$ cat config.mk
export PLATFORM = sky130hd
export DESIGN_NAME = fp_cmp_unit
export DESIGN_NICKNAME = d
export VERILOG_FILES = /design/src/rtl/fpcmp_pkg.sv /design/src/rtl/fpcmp_classify.sv /design/src/rtl/fpcmp_order.sv /design/src/rtl/fpcmp_decide.sv /design/src/rtl/fp_cmp_unit.sv
export SDC_FILE = /design/constraint.sdc
export NUM_CORES = 1
export LEC_CHECK = 0
export BUFFER_PORTS_ARGS = -buffer_cell sky130_fd_sc_hd__clkbuf_2
export CAP_MARGIN = 10
export CORE_MARGIN = 2
export CORE_UTILIZATION = 40
export DETAILED_ROUTE_END_ITERATION = 8
export GPL_ROUTABILITY_DRIVEN = 0
export GPL_TIMING_DRIVEN = 0
export HOLD_SLACK_MARGIN = 0.05
export PLACE_DENSITY = 0.79
export SLEW_MARGIN = 20
export SYNTH_ARGS = -nofsm -noshare
export SYNTH_HDL_FRONTEND = slang
export SYNTH_SLANG_ARGS = --single-unit
$ cat constraint.sdc
create_clock -name clk -period 0.8 [get_ports clk]
set_input_delay 0.16 -clock clk [delete_from_list [all_inputs] [get_ports clk]]
set_output_delay 0.16 -clock clk [all_outputs]
set_load 0.01 [all_outputs]
$ cat src/rtl/fpcmp_pkg.sv
package fpcmp_pkg;

   typedef enum logic [1:0] {
      CMP_LE  = 2'b00,
      CMP_LT  = 2'b01,
      CMP_EQ  = 2'b10,
      CMP_RSV = 2'b11
   } cmp_op_e;

   localparam int unsigned DEF_EXP_W   = 11;
   localparam int unsigned DEF_FRAC_W  = 52;
   localparam int unsigned DEF_XLEN    = 64;
   localparam int unsigned DEF_FLAG_W  = 5;
   localparam int unsigned DEF_INV_POS = 4;

endpackage

$ cat src/rtl/fpcmp_classify.sv
module fpcmp_classify #(
   parameter int unsigned EXP_W  = 11,
   parameter int unsigned FRAC_W = 52,
   localparam int unsigned WORD_W = EXP_W + FRAC_W + 1,
   localparam int unsigned MAG_W  = EXP_W + FRAC_W
) (
   input  logic [WORD_W-1:0] word,
   output logic              sign,
   output logic              is_nan,
   output logic              is_snan,
   output logic              is_zero,
   output logic [MAG_W-1:0]  mag
);

   logic [EXP_W-1:0]  exp_f;
   logic [FRAC_W-1:0] frac_f;
   logic              exp_ones;
   logic              frac_nz;

   always_comb begin
      sign     = word[WORD_W-1];
      exp_f    = word[WORD_W-2:FRAC_W];
      frac_f   = word[FRAC_W-1:0];
      mag      = word[MAG_W-1:0];
      exp_ones = &exp_f;
      frac_nz  = |frac_f;
      is_nan   = exp_ones & frac_nz;
      is_snan  = is_nan & ~frac_f[FRAC_W-1];
      is_zero  = ~|mag;
   end

endmodule

$ cat src/rtl/fpcmp_order.sv
module fpcmp_order #(
   parameter int unsigned MAG_W = 63
) (
   input  logic             sign_a,
   input  logic             sign_b,
   input  logic             zero_a,
   input  logic             zero_b,
   input  logic [MAG_W-1:0] mag_a,
   input  logic [MAG_W-1:0] mag_b,
   output logic             eq,
   output logic             lt
);

   logic both_zero;
   logic mag_lt;
   logic mag_gt;

   always_comb begin
      both_zero = zero_a & zero_b;
      mag_lt    = mag_a < mag_b;
      mag_gt    = mag_a > mag_b;
      eq        = both_zero | ((sign_a == sign_b) & (mag_a == mag_b));
      if (both_zero)
         lt = 1'b0;
      else if (sign_a != sign_b)
         lt = sign_a;
      else if (!sign_a)
         lt = mag_lt;
      else
         lt = mag_gt;
   end

endmodule

$ cat src/rtl/fpcmp_decide.sv
module fpcmp_decide
   import fpcmp_pkg::*;
(
   input  logic [1:0] op_sel,
   input  logic       eq,
   input  logic       lt,
   input  logic       nan_a,
   input  logic       nan_b,
   input  logic       snan_a,
   input  logic       snan_b,
   output logic       res,
   output logic       invalid
);

   logic    any_nan;
   logic    any_snan;
   cmp_op_e op;

   always_comb begin
      op       = cmp_op_e'(op_sel);
      any_nan  = nan_a | nan_b;
      any_snan = snan_a | snan_b;
      res      = 1'b0;
      invalid  = 1'b0;
      unique case (op)
         CMP_LE: begin
            res     = ~any_nan & (lt | eq);
            invalid = any_nan;
         end
         CMP_LT: begin
            res     = ~any_nan & lt;
            invalid = any_nan;
         end
         CMP_EQ: begin
            res     = ~any_nan & eq;
            invalid = any_snan;
         end
         default: begin
            res     = 1'b0;
            invalid = 1'b0;
         end
      endcase
   end

endmodule

$ cat src/rtl/fp_cmp_unit.sv
module fp_cmp_unit #(
   parameter int unsigned EXP_W   = fpcmp_pkg::DEF_EXP_W,
   parameter int unsigned FRAC_W  = fpcmp_pkg::DEF_FRAC_W,
   parameter int unsigned XLEN    = fpcmp_pkg::DEF_XLEN,
   parameter int unsigned FLAG_W  = fpcmp_pkg::DEF_FLAG_W,
   parameter int unsigned INV_POS = fpcmp_pkg::DEF_INV_POS,
   localparam int unsigned WORD_W = EXP_W + FRAC_W + 1,
   localparam int unsigned MAG_W  = EXP_W + FRAC_W
) (
   input  logic              clk,
   input  logic              rst_n,
   input  logic              in_valid,
   input  logic [1:0]        op_sel,
   input  logic [WORD_W-1:0] opa,
   input  logic [WORD_W-1:0] opb,
   output logic              out_valid,
   output logic [XLEN-1:0]   result,
   output logic [FLAG_W-1:0] flags
);

   localparam int unsigned NOPS = 2;

   if (EXP_W < 2) begin : g_bad_exp
      $error("fp_cmp_unit: EXP_W must be at least 2");
   end
   if (FRAC_W < 2) begin : g_bad_frac
      $error("fp_cmp_unit: FRAC_W must be at least 2");
   end
   if (XLEN < 2) begin : g_bad_xlen
      $error("fp_cmp_unit: XLEN must be at least 2");
   end
   if (INV_POS >= FLAG_W) begin : g_bad_flag
      $error("fp_cmp_unit: INV_POS must lie inside the flag vector");
   end

   logic [WORD_W-1:0] words   [NOPS];
   logic              sgn     [NOPS];
   logic              nan     [NOPS];
   logic              snan    [NOPS];
   logic              zro     [NOPS];
   logic [MAG_W-1:0]  mag     [NOPS];

   assign words[0] = opa;
   assign words[1] = opb;

   for (genvar gi = 0; gi < NOPS; gi++) begin : g_cls
      fpcmp_classify #(
         .EXP_W  (EXP_W),
         .FRAC_W (FRAC_W)
      ) u_cls (
         .word    (words[gi]),
         .sign    (sgn[gi]),
         .is_nan  (nan[gi]),
         .is_snan (snan[gi]),
         .is_zero (zro[gi]),
         .mag     (mag[gi])
      );
   end

   logic rel_eq;
   logic rel_lt;

   fpcmp_order #(
      .MAG_W (MAG_W)
   ) u_ord (
      .sign_a (sgn[0]),
      .sign_b (sgn[1]),
      .zero_a (zro[0]),
      .zero_b (zro[1]),
      .mag_a  (mag[0]),
      .mag_b  (mag[1]),
      .eq     (rel_eq),
      .lt     (rel_lt)
   );

   logic res_d;
   logic inv_d;

   fpcmp_decide u_dec (
      .op_sel  (op_sel),
      .eq      (rel_eq),
      .lt      (rel_lt),
      .nan_a   (nan[0]),
      .nan_b   (nan[1]),
      .snan_a  (snan[0]),
      .snan_b  (snan[1]),
      .res     (res_d),
      .invalid (inv_d)
   );

   logic              vld_q;
   logic              res_q;
   logic [FLAG_W-1:0] flg_q;

   always_ff @(posedge clk or negedge rst_n) begin
      if (!rst_n) begin
         vld_q <= 1'b0;
         res_q <= 1'b0;
         flg_q <= '0;
      end else begin
         vld_q <= in_valid;
         if (in_valid) begin
            res_q <= res_d;
            flg_q <= FLAG_W'(inv_d) << INV_POS;
         end
      end
   end

   assign out_valid = vld_q;
   assign result    = {{(XLEN-1){1'b0}}, res_q};
   assign flags     = flg_q;

endmodule

Word level (Yosys, flattened, before mapping) --
Cells that the tools add are included.
Storage, ports and cells: logic and storage cells 41, input bits 133, output and inout port bits 70, bits in registers 3
Operators by class: equal/unequal tests 5, reduce and logical (&&, ||, !) cells 10, magnitude comparators 2, bitwise operators 16, multiplexer cells 5
Operators by type and width (number):
- OR reduction 63 bit | 2
- OR reduction 52 bit | 2
- equality test 63 bit | 1
- greater-than comparator 63 bit | 1
- < comparator 63 bit | 1
- AND reduction 11 bit | 2
- bitwise AND 1 bit | 9
- OR 1 bit | 4
- 2-to-1 mux 1 bit | 3
- inverter 1 bit | 3
- case mux 1 bit (3 select lines) | 1
- equality test 2 x 1 -> 1 bit, second input constant | 1
- equality test 2 bit, second input constant | 1
- zero test 1 bit | 2
- zero test 2 bit | 1
- case mux 1 bit (2 select lines) | 1
- OR reduction 2 bit | 1
- equality test 1 bit | 1
- != test 1 bit | 1

Logic depth before layout (Yosys ltp) --
Gate-level depths: netlist of the first run.
depth in word-level cells 7, gate-level depth with buffers 11

By module --
From an unflattened synthesis of the first run, not the netlist that was laid out.
Second synthesis, totals: cells, all modules 502, area total of the unflattened synthesis 3668.5 um^2
By module, submodules not included:
- fpcmp_order | area an instance 1617.8 um^2, instances 1, cells each 229, sequential area each 0.0 um^2
- fpcmp_classify | area an instance 670.6 um^2, instances 2, cells each 93, sequential area each 0.0 um^2
- fp_cmp_unit | area an instance 611.8 um^2, instances 1, cells each 74, sequential area each 75.1 um^2
- fpcmp_decide | area an instance 97.6 um^2, instances 1, cells each 13, sequential area each 0.0 um^2

Worst setup path before layout of the first run --
OpenSTA, ideal clock, no wires.
kind input-to-reg, from input port opb[45], to register res_q, arrival time 2251 ps, slack -1576 ps, stages on the path 11, path buffers 0, setup time 125 ps, cells stage by stage inv_1 > ha_1 > a21oi_2 > nand2_1 > a221o_1 > a211o_1 > a2111oi_4 > and4_1 > o31a_1 > o221a_1 > o22ai_2
Between the ends: cells in the longest elaborated chain, start to end 7
RTL lines:
- from (decl) | RTL line fp_cmp_unit.sv:15 | input logic [WORD_W-1:0] opb,
- < comparator 63 bit, or another cell as far along | RTL line fpcmp_order.sv:20 | mag_lt = mag_a < mag_b;
- 2-to-1 mux 1 bit or zero test 1 bit (tied branches) | RTL line fpcmp_order.sv:27, fpcmp_classify.sv:29
- 2-to-1 mux 1 bit or bitwise AND 1 bit (tied branches) | RTL line fpcmp_order.sv:25, fpcmp_order.sv:19
- 2-to-1 mux 1 bit or OR 1 bit (tied branches) | RTL line fpcmp_order.sv:23, fpcmp_order.sv:22
- OR 1 bit | RTL line fpcmp_decide.sv:27 | res = ~any_nan & (lt | eq);
- bitwise AND 1 bit | RTL line fpcmp_decide.sv:27
- case mux 1 bit (3 select lines) * | RTL line fpcmp_decide.sv:25 | unique case (op)
- to (signal assigned) | RTL line fp_cmp_unit.sv:103 | res_q <= res_d;
- to (decl) | RTL line fp_cmp_unit.sv:92 | logic res_q;
Mark *: on every way between the ends. The rest lies on a longest branch, timed or not. A chain may end at the register's enable or synchronous reset.

Worst setup path in the final report of the first run --
from input port opb[36], to register res_q
Same word-level chain as after synthesis.

==> results.md, run 1 <==
- Status: finished with violations
- Failing checks: negative setup slack
- Most frequent cell after synthesis: inv_1
- Number of global-route vias before repair: 3027
- Min-Delay Path Class: in2reg
- R2R Setup Slk: 170 ps
- DPL Wire Length: 7.72 mm
- WL final: 8.65 mm
- Startpoint Class: input pin
- Via/cell ratio: 4.86
- Layout Utilization: 61.2%
- Delay of the slowest critical-path stage: 420 ps
- Std cell rows: 30
- Flop pwr share: 6.6%
- Commonest cells post-synth: inv_1 (72), buf_4 (68), ha_1 (68), nor4_1 (37), a21oi_1 (25)
- Num Clock Sinks: 3
- DRC Markers: 0
- Fin crit share: 290%
- All-Layer GR Usage: 20.4%
- H-tree depth: 1
- Starting DRT DRC Count: 70
- Mapped cell area: 2760 um^2
- CP max FO: 4
- Max-slew violations: 0
- DIE AREA: 7590 um^2
- Syn avg cell area: 7.18 um^2
- CP arrival: 2420 ps
- Total net switching power: 1.12 mW
- Initial antenna violation count: 0
- Setup TNS: -2540 ps
- Clock power share: 18.6%
- Clk pin slew, worst setup/hold paths: 40 ps
- Worst Path Required: 900 ps
- TritonCTS clock tree: yes
- Area Overhead vs Synth: 49.7%
- Fin area: 4140 um^2
- Die Span X: 87.1 um
- Root buffer cell: clkbuf_8
- DR pass1 iterations: 4
- Fillers: 620
- Int Power: 1.42 mW
- Syn Inst Count: 385
- Register area: 75.1 um^2
- Clock latency on the worst-skew pair: 220 ps
- RSZ-0062 raised after global routing: yes
- Largest net degree at the start of global routing: 6
- Core ar.: 6760 um^2
- Slowest-stage cell, CP: a2111oi_4
- CTS buffer count: 3
- Total power: 2.53 mW
- Post-synthesis sequential area ratio: 2.72%
- Final Hold Viols: 0
- I/O Pins: 203
- Port bufs: 135
- Power Density: 613 nW/um^2
- Setup ws final: -1520 ps
- CP Buf/Inv Count: 2
- Worst-path cell chain: clkbuf_2 > inv_1 > ha_1 > a21oi_2 > o21ai_1 > a221o_1 > a211o_1 > a2111oi_4 > and4_1 > o31a_1 > o221a_1 > o22ai_2
- Crit-path leading delay family: compound AO/OA/AOI/OAI gates
- Max clock buf depth: 2
- Layout Nets: 793
- Post-synth EDFFs: 0
- Number of library cell types mapped by synthesis: 38
- Synth area leaders: ha_1 (31%), buf_4 (18%), inv_1 (9.8%)
- Initial Utilization: 40.9%
- Max capacitance violation total: 0
- DP Area: 3860 um^2
- Remaining Overflow, GRT: 0
- Gate power share: 74.8%
- N_diodes: 0
- Global-route wire length before repair: 12.7 mm
- Switching share of power: 44.1%
- Post-route ant nets: 0
- Final min period: 2320 ps
- Kind of critical path: in2reg
- Post-synth top area share: 30.8%
- Routed wire per std cell: 12.9 um
- Yosys top cell by area: ha_1
- FF+latch count, synth: 3
- Pre-CTS WS: -1860 ps
- Leak: 2.43 nW
- Yosys warnings: 0
- Peak supply drop: 333 uV
- Die height: 87.1 um
- Max Fclk: 0.431 GHz
- Multi-input gate area: 2450 um^2
- Ys flop type: dfrtp_1
- Crit end category: flip-flop
- Skew final: 0 ps
- Layout cells sized above 1: 41.5%
- Final Setup Violations: 5
- Async S/R FF share, synth: 100%
- Detailed-route via count: 3260
==> repair_timing <==
item | 4_1_cts | 5_1_grt
buffers inserted | 1 | 0
endpoints found under the hold margin | 3 | 0
gates resized for setup | 13 | 16
hold buffers | 1 | 0
pin swaps | 5 | 2
endpoints found under the setup margin | 5 | 5
==> worst paths after layout <==
check | from | end | cells past startpoint
worst max-delay path | opb[36] | res_q | 12
worst min-delay path | in_valid | out_valid | 1
worst max register to register | res_q | res_q | 2
worst min register to register | flags[4] | flags[4] | 2
max in group asynchronous | rst_n | res_q | 2
min in group asynchronous | rst_n | out_valid | 2
==> power by group through the flow <==
stage	Sequential (mW)	Combinational [mW]	Clock [mW]
6_report	0.167	1.90	0.471
5_1_grt	0.167	2.12	0.480
4_1_cts	0.167	1.79	0.472
3_5_place_dp	0.168	1.74	0
3_3_place_gp	0.168	1.68	0
2_1_floorplan	0.169	1.09	0
==> layer usage <==
| metal | GRT usage, % | routed length, um | share of wire, % | up-vias |
|---|---|---|---|---|
| met3 | 2.18 | 526 | 6.1 | 14 |
| met1 | 23.5 | 3340 | 39 | 1454 |
| met2 | 39.7 | 4610 | 53 | 130 |
| met4 | 5.03 | 167 | 1.9 | 0 |
| met5 | 0 | 0 | 0 | - |
| li1 | - | - | - | 1662 |
==> layout make-up <==
class                           count  share of cell area (%)
Multi-Input combinational cell    308                    59.2
Timing Repair Buffer              137                    16.8
Buffer                             67                    12.2
Inverter                           72                    6.54
Tap cell                           80                    2.42
Sequential cell                     3                    1.82
Clock buffer                        4                    1.09
==> sequential cells by signal (all words and copies together), names as in the netlist <==
signal,flops
out_valid,1
res_q,1
flags,1
==> cells by family (layout without fill, tap and decap cells) <==
kind of cell / count (synthesis) / count (layout) / synth area share [%]
buffers and inverters: 140 / 280 / 28.3
AND/OR/NAND/NOR: 114 / 114 / 23.6
adder cells (fa/ha/maj): 68 / 68 / 30.8
AO/OA/AOI/OAI: 59 / 59 / 14.5
flip-flops: 3 / 3 / 2.72
other: 1 / 67 / 0.136
==> placed cells by master (no fill, tap or decap), types with 8 or more instances in the layout <==
master | synthesis | final
nand3_1 | 13 | 11
nand4_1 | 20 | 20
a21oi_1 | 25 | 23
nor4_1 | 37 | 24
ha_4 | 0 | 10
clkbuf_2 | 0 | 135
inv_1 | 72 | 70
nand2_1 | 20 | 20
nor4_2 | 1 | 8
conb_1 | 1 | 67
buf_4 | 68 | 68
ha_1 | 68 | 58
nor2_1 | 9 | 9
==> per-stage QoR <==
step                      instances  hold WS, ps
after floorplan                 451         -136
after detailed placement        666        -40.2
final                           671          117
after global placement          666        -41.7
after CTS                       671          116
after global routing            671          129
Power figures use the tool's default switching activity.
==> inputs of run 2 (changes only) <==
--- a/config.mk
+++ b/config.mk
@@ -13,8 +13,10 @@
 export GPL_ROUTABILITY_DRIVEN = 0
 export GPL_TIMING_DRIVEN = 0
 export HOLD_SLACK_MARGIN = 0.05
-export PLACE_DENSITY = 0.79
+export MAX_ROUTING_LAYER = met4
+export PLACE_DENSITY = 0.73
 export SLEW_MARGIN = 20
 export SYNTH_ARGS = -nofsm -noshare
 export SYNTH_HDL_FRONTEND = slang
+export SYNTH_HIERARCHICAL = 1
 export SYNTH_SLANG_ARGS = --single-unit
==> results.md, run 2 <==
- Final Non-Filler Cells: 816 (was 671)
- Synth Area in Simple Gates: 17.4% (was 23.6%)
- Dpl cells: 809 (was 666)
- Yosys warnings: 6 (was 0)
- DRC Markers: 0 (unchanged)
- Post-synthesis sequential area ratio: 2.05% (was 2.72%)
- Global-route wire length before repair: 14.7 mm (was 12.7 mm)
- Worst-path cell chain: clkbuf_2 > buf_4 > ha_1 > a21oi_1 > o21ai_1 > a221o_1 > o31a_1 > o31ai_2 > a21oi_1 > nor3_2 > o21ai_1 > a2111oi_2 > mux2_4 (was clkbuf_2 > inv_1 > ha_1 > a21oi_2 > o21ai_1 > a221o_1 > a211o_1 > a2111oi_4 > and4_1 > o31a_1 > o221a_1 > o22ai_2)
- Final Hold Viols: 0 (unchanged)
- Hold slack: 104 ps (was 117 ps)
- FF+latch count, synth: 3 (unchanged)
- Post-route ant nets: 0 (unchanged)
- CP max FO: 2 (was 4)
- Max-slew violations: 0 (unchanged)
- Starting DRT DRC Count: 73 (was 70)
- Setup crit end: res_q (unchanged)
- Die height: 99.8 um (was 87.1 um)
- DR pass1 iterations: 4 (unchanged)
- DPL Wire Length: 8.61 mm (was 7.72 mm)
- TritonCTS clock tree: yes (unchanged)
- Num Clock Sinks: 3 (unchanged)
- RSZ-0062 raised after global routing: yes (unchanged)
- Clock latency on the worst-skew pair: 210 ps (was 220 ps)
- DP Area: 4910 um^2 (was 3860 um^2)
- Failing checks: negative setup slack (unchanged)
- Fin crit share: 327% (was 290%)
- Post-synth EDFFs: 0 (unchanged)
- Max capacitance violation total: 0 (unchanged)
- Commonest non-fill, non-tap cell in the layout: buf_4 (was clkbuf_2)
- Core ar.: 8810 um^2 (was 6760 um^2)
- Setup TNS: -3090 ps (was -2540 ps)
- Skew final: 0 ps (unchanged)
- Commonest cells post-synth: buf_4 (196), ha_1 (67), inv_1 (67), nor4_1 (30), a21oi_1 (26) (was inv_1 (72), buf_4 (68), ha_1 (68), nor4_1 (37), a21oi_1 (25))
- R2R Setup Slk: -100 ps (was 170 ps)
- Area Overhead vs Synth: 39.9% (was 49.7%)
- N_diodes: 0 (unchanged)
- Root buffer cell: clkbuf_8 (unchanged)
- WL final: 9.46 mm (was 8.65 mm)
- Min-Delay Path Class: in2reg (unchanged)
- Syn Inst Count: 502 (was 385)
- M1 wire length: 3.81 mm (was 3.34 mm)
- Worst Path Required: 950 ps (was 900 ps)
- Post-synth top area share: 40.1% (was 30.8%)
- Initial antenna violation count: 0 (unchanged)
- Final min period: 2620 ps (was 2320 ps)
- Power Density: 577 nW/um^2 (was 613 nW/um^2)
- CP arrival: 2770 ps (was 2420 ps)
- Largest family of logic cells by synthesized area: buffers and inverters (was adder cells)
- DIE AREA: 9950 um^2 (was 7590 um^2)
- Ys flop type: dfrtp_1 (unchanged)
- Leak: 3.05 nW (was 2.43 nW)
- Endpoint of the worst register-to-register path: res_q (unchanged)
- Metal2 WL: 4.87 mm (was 4.61 mm)
- Xor/xnor cell area share of the yosys netlist: 0.239% (was 0%)
- Worst r2r src: res_q (unchanged)
- Async S/R FF share, synth: 100% (unchanged)
- Pre-CTS WS: -2150 ps (was -1860 ps)
- Max clock buf depth: 2 (unchanged)
- Layout Nets: 909 (was 793)
- Adder-cell share of the synthesized area: 22.9% (was 30.8%)
- Final Setup Violations: 5 (unchanged)
- Routed wire per std cell: 11.6 um (was 12.9 um)
- I/O Pins: 203 (unchanged)
- Synth area leaders: buf_4 (40%), ha_1 (23%), inv_1 (6.9%) (was ha_1 (31%), buf_4 (18%), inv_1 (9.8%))
- Status: finished with violations (unchanged)
- Syn avg cell area: 7.31 um^2 (was 7.18 um^2)
- Remaining Overflow, GRT: 0 (unchanged)
- CTS buffer count: 3 (unchanged)
- Slowest-stage cell, CP: a2111oi_2 (was a2111oi_4)
- Layout cells sized above 1: 53.8% (was 41.5%)
- Largest net degree at the start of global routing: 5 (was 6)
- Die Span X: 99.8 um (was 87.1 um)
- Via/cell ratio: 4.46 (was 4.86)
- Number of library cell types mapped by synthesis: 38 (unchanged)
- Setup ws final: -1820 ps (was -1520 ps)
- Met3 WL: 638 um (was 526 um)
- Initial Utilization: 41.7% (was 40.9%)
- H-tree depth: 1 (unchanged)
- Port bufs: 133 (was 135)
- Std cell rows: 34 (was 30)
- Most frequent cells in the layout: buf_4 (192), clkbuf_2 (131), conb_1 (67), inv_1 (61), ha_1 (58) (was clkbuf_2 (135), inv_1 (70), buf_4 (68), conb_1 (67), ha_1 (58))
- Detailed-route via count: 3638 (was 3260)
- Yosys top cell by area: buf_4 (was ha_1)
- CP Launch Point: opa[18] (was opb[36])
- Crit end category: flip-flop (unchanged)
- Worst reg2reg path depth: 2 (unchanged)
- Fraction of synthesized area in multiplexers: 0.614% (was 0%)
- Post-synthesis compound-gate area fraction: 9.72% (was 14.5%)
- Top sig layer: met4 (unchanged)
- Fin area: 5130 um^2 (was 4140 um^2)
- All-Layer GR Usage: 18.5% (was 20.4%)
- Max Fclk: 0.382 GHz (was 0.431 GHz)
- Most frequent cell after synthesis: buf_4 (was inv_1)
- Clk pin slew, worst setup/hold paths: 30 ps (was 40 ps)
- Kind of critical path: in2reg (unchanged)
- Peak supply drop: 305 uV (was 333 uV)
- Number of global-route vias before repair: 3399 (was 3027)
- Mapped cell area: 3670 um^2 (was 2760 um^2)
- Delay of the slowest critical-path stage: 390 ps (was 420 ps)
- Startpoint Class: input pin (unchanged)
## run 2: per-stage QoR
stage | util [%] | power, mW
after floorplan | - | 1.72
after global placement | 55.7 | 2.34
after detailed placement | 55.7 | 2.39
after CTS | 57.3 | 2.89
after global routing | 58.3 | 3.25
final | 58.3 | 2.96
## run 2: worst min path at each step
stage | end | cells past startpoint | slack [ps] | startpoint
CTS | out_valid | 1 | 100 | in_valid
global placement | out_valid | 1 | -40 | rst_n
global route | out_valid | 1 | 110 | in_valid
detailed placement | out_valid | 1 | -40 | rst_n
finish | out_valid | 1 | 100 | in_valid
floorplan | flags[4] | 0 | -140 | rst_n
## run 2: cell type report
type	count	area (um^2)
well taps	108	135
plain buffers	196	1490
flip-flops and latches	3	75.1
multi-input cells	301	2410
clock buffers	4	45.0
repair buffers	136	706
inverters	68	263
fillers	832	3670
## run 2: cell families after synthesis
logic type | count (synthesis)
other cells | 1
fa+ha+maj | 67
buf+inv | 264
mux | 2
compound gates | 56
xor+xnor | 1
flops | 3
simple gates | 108
## run 2: timing repair
action                     4_1_cts  5_1_grt
pin swaps                        5        5
setup buffers                    1        1
hold endpoints to repair         3        0
hold buffers                     1        0
setup endpoints to repair        5        5
gates resized for setup         13       12
## run 2: critical path: cells and delay by family
family | cells | cell delay [ps]
fa+ha+maj | 1 | 300
compound gates | 8 | 1740
simple gates | 1 | 110
mux | 1 | 220
buf+inv | 2 | 230
## run 2: metal layers
layer,vias to the layer above,track usage (%)
li1,1878,-
met5,-,-
met1,1597,20.9
met3,12,2.18
met4,0,4.11
met2,151,34.6
## run 2: report_power, final
group / switching, mW / internal, mW
logic: 1.04 / 1.31
clock network: 0.0991 / 0.340
registers: 0.00773 / 0.164
total: 1.15 / 1.81
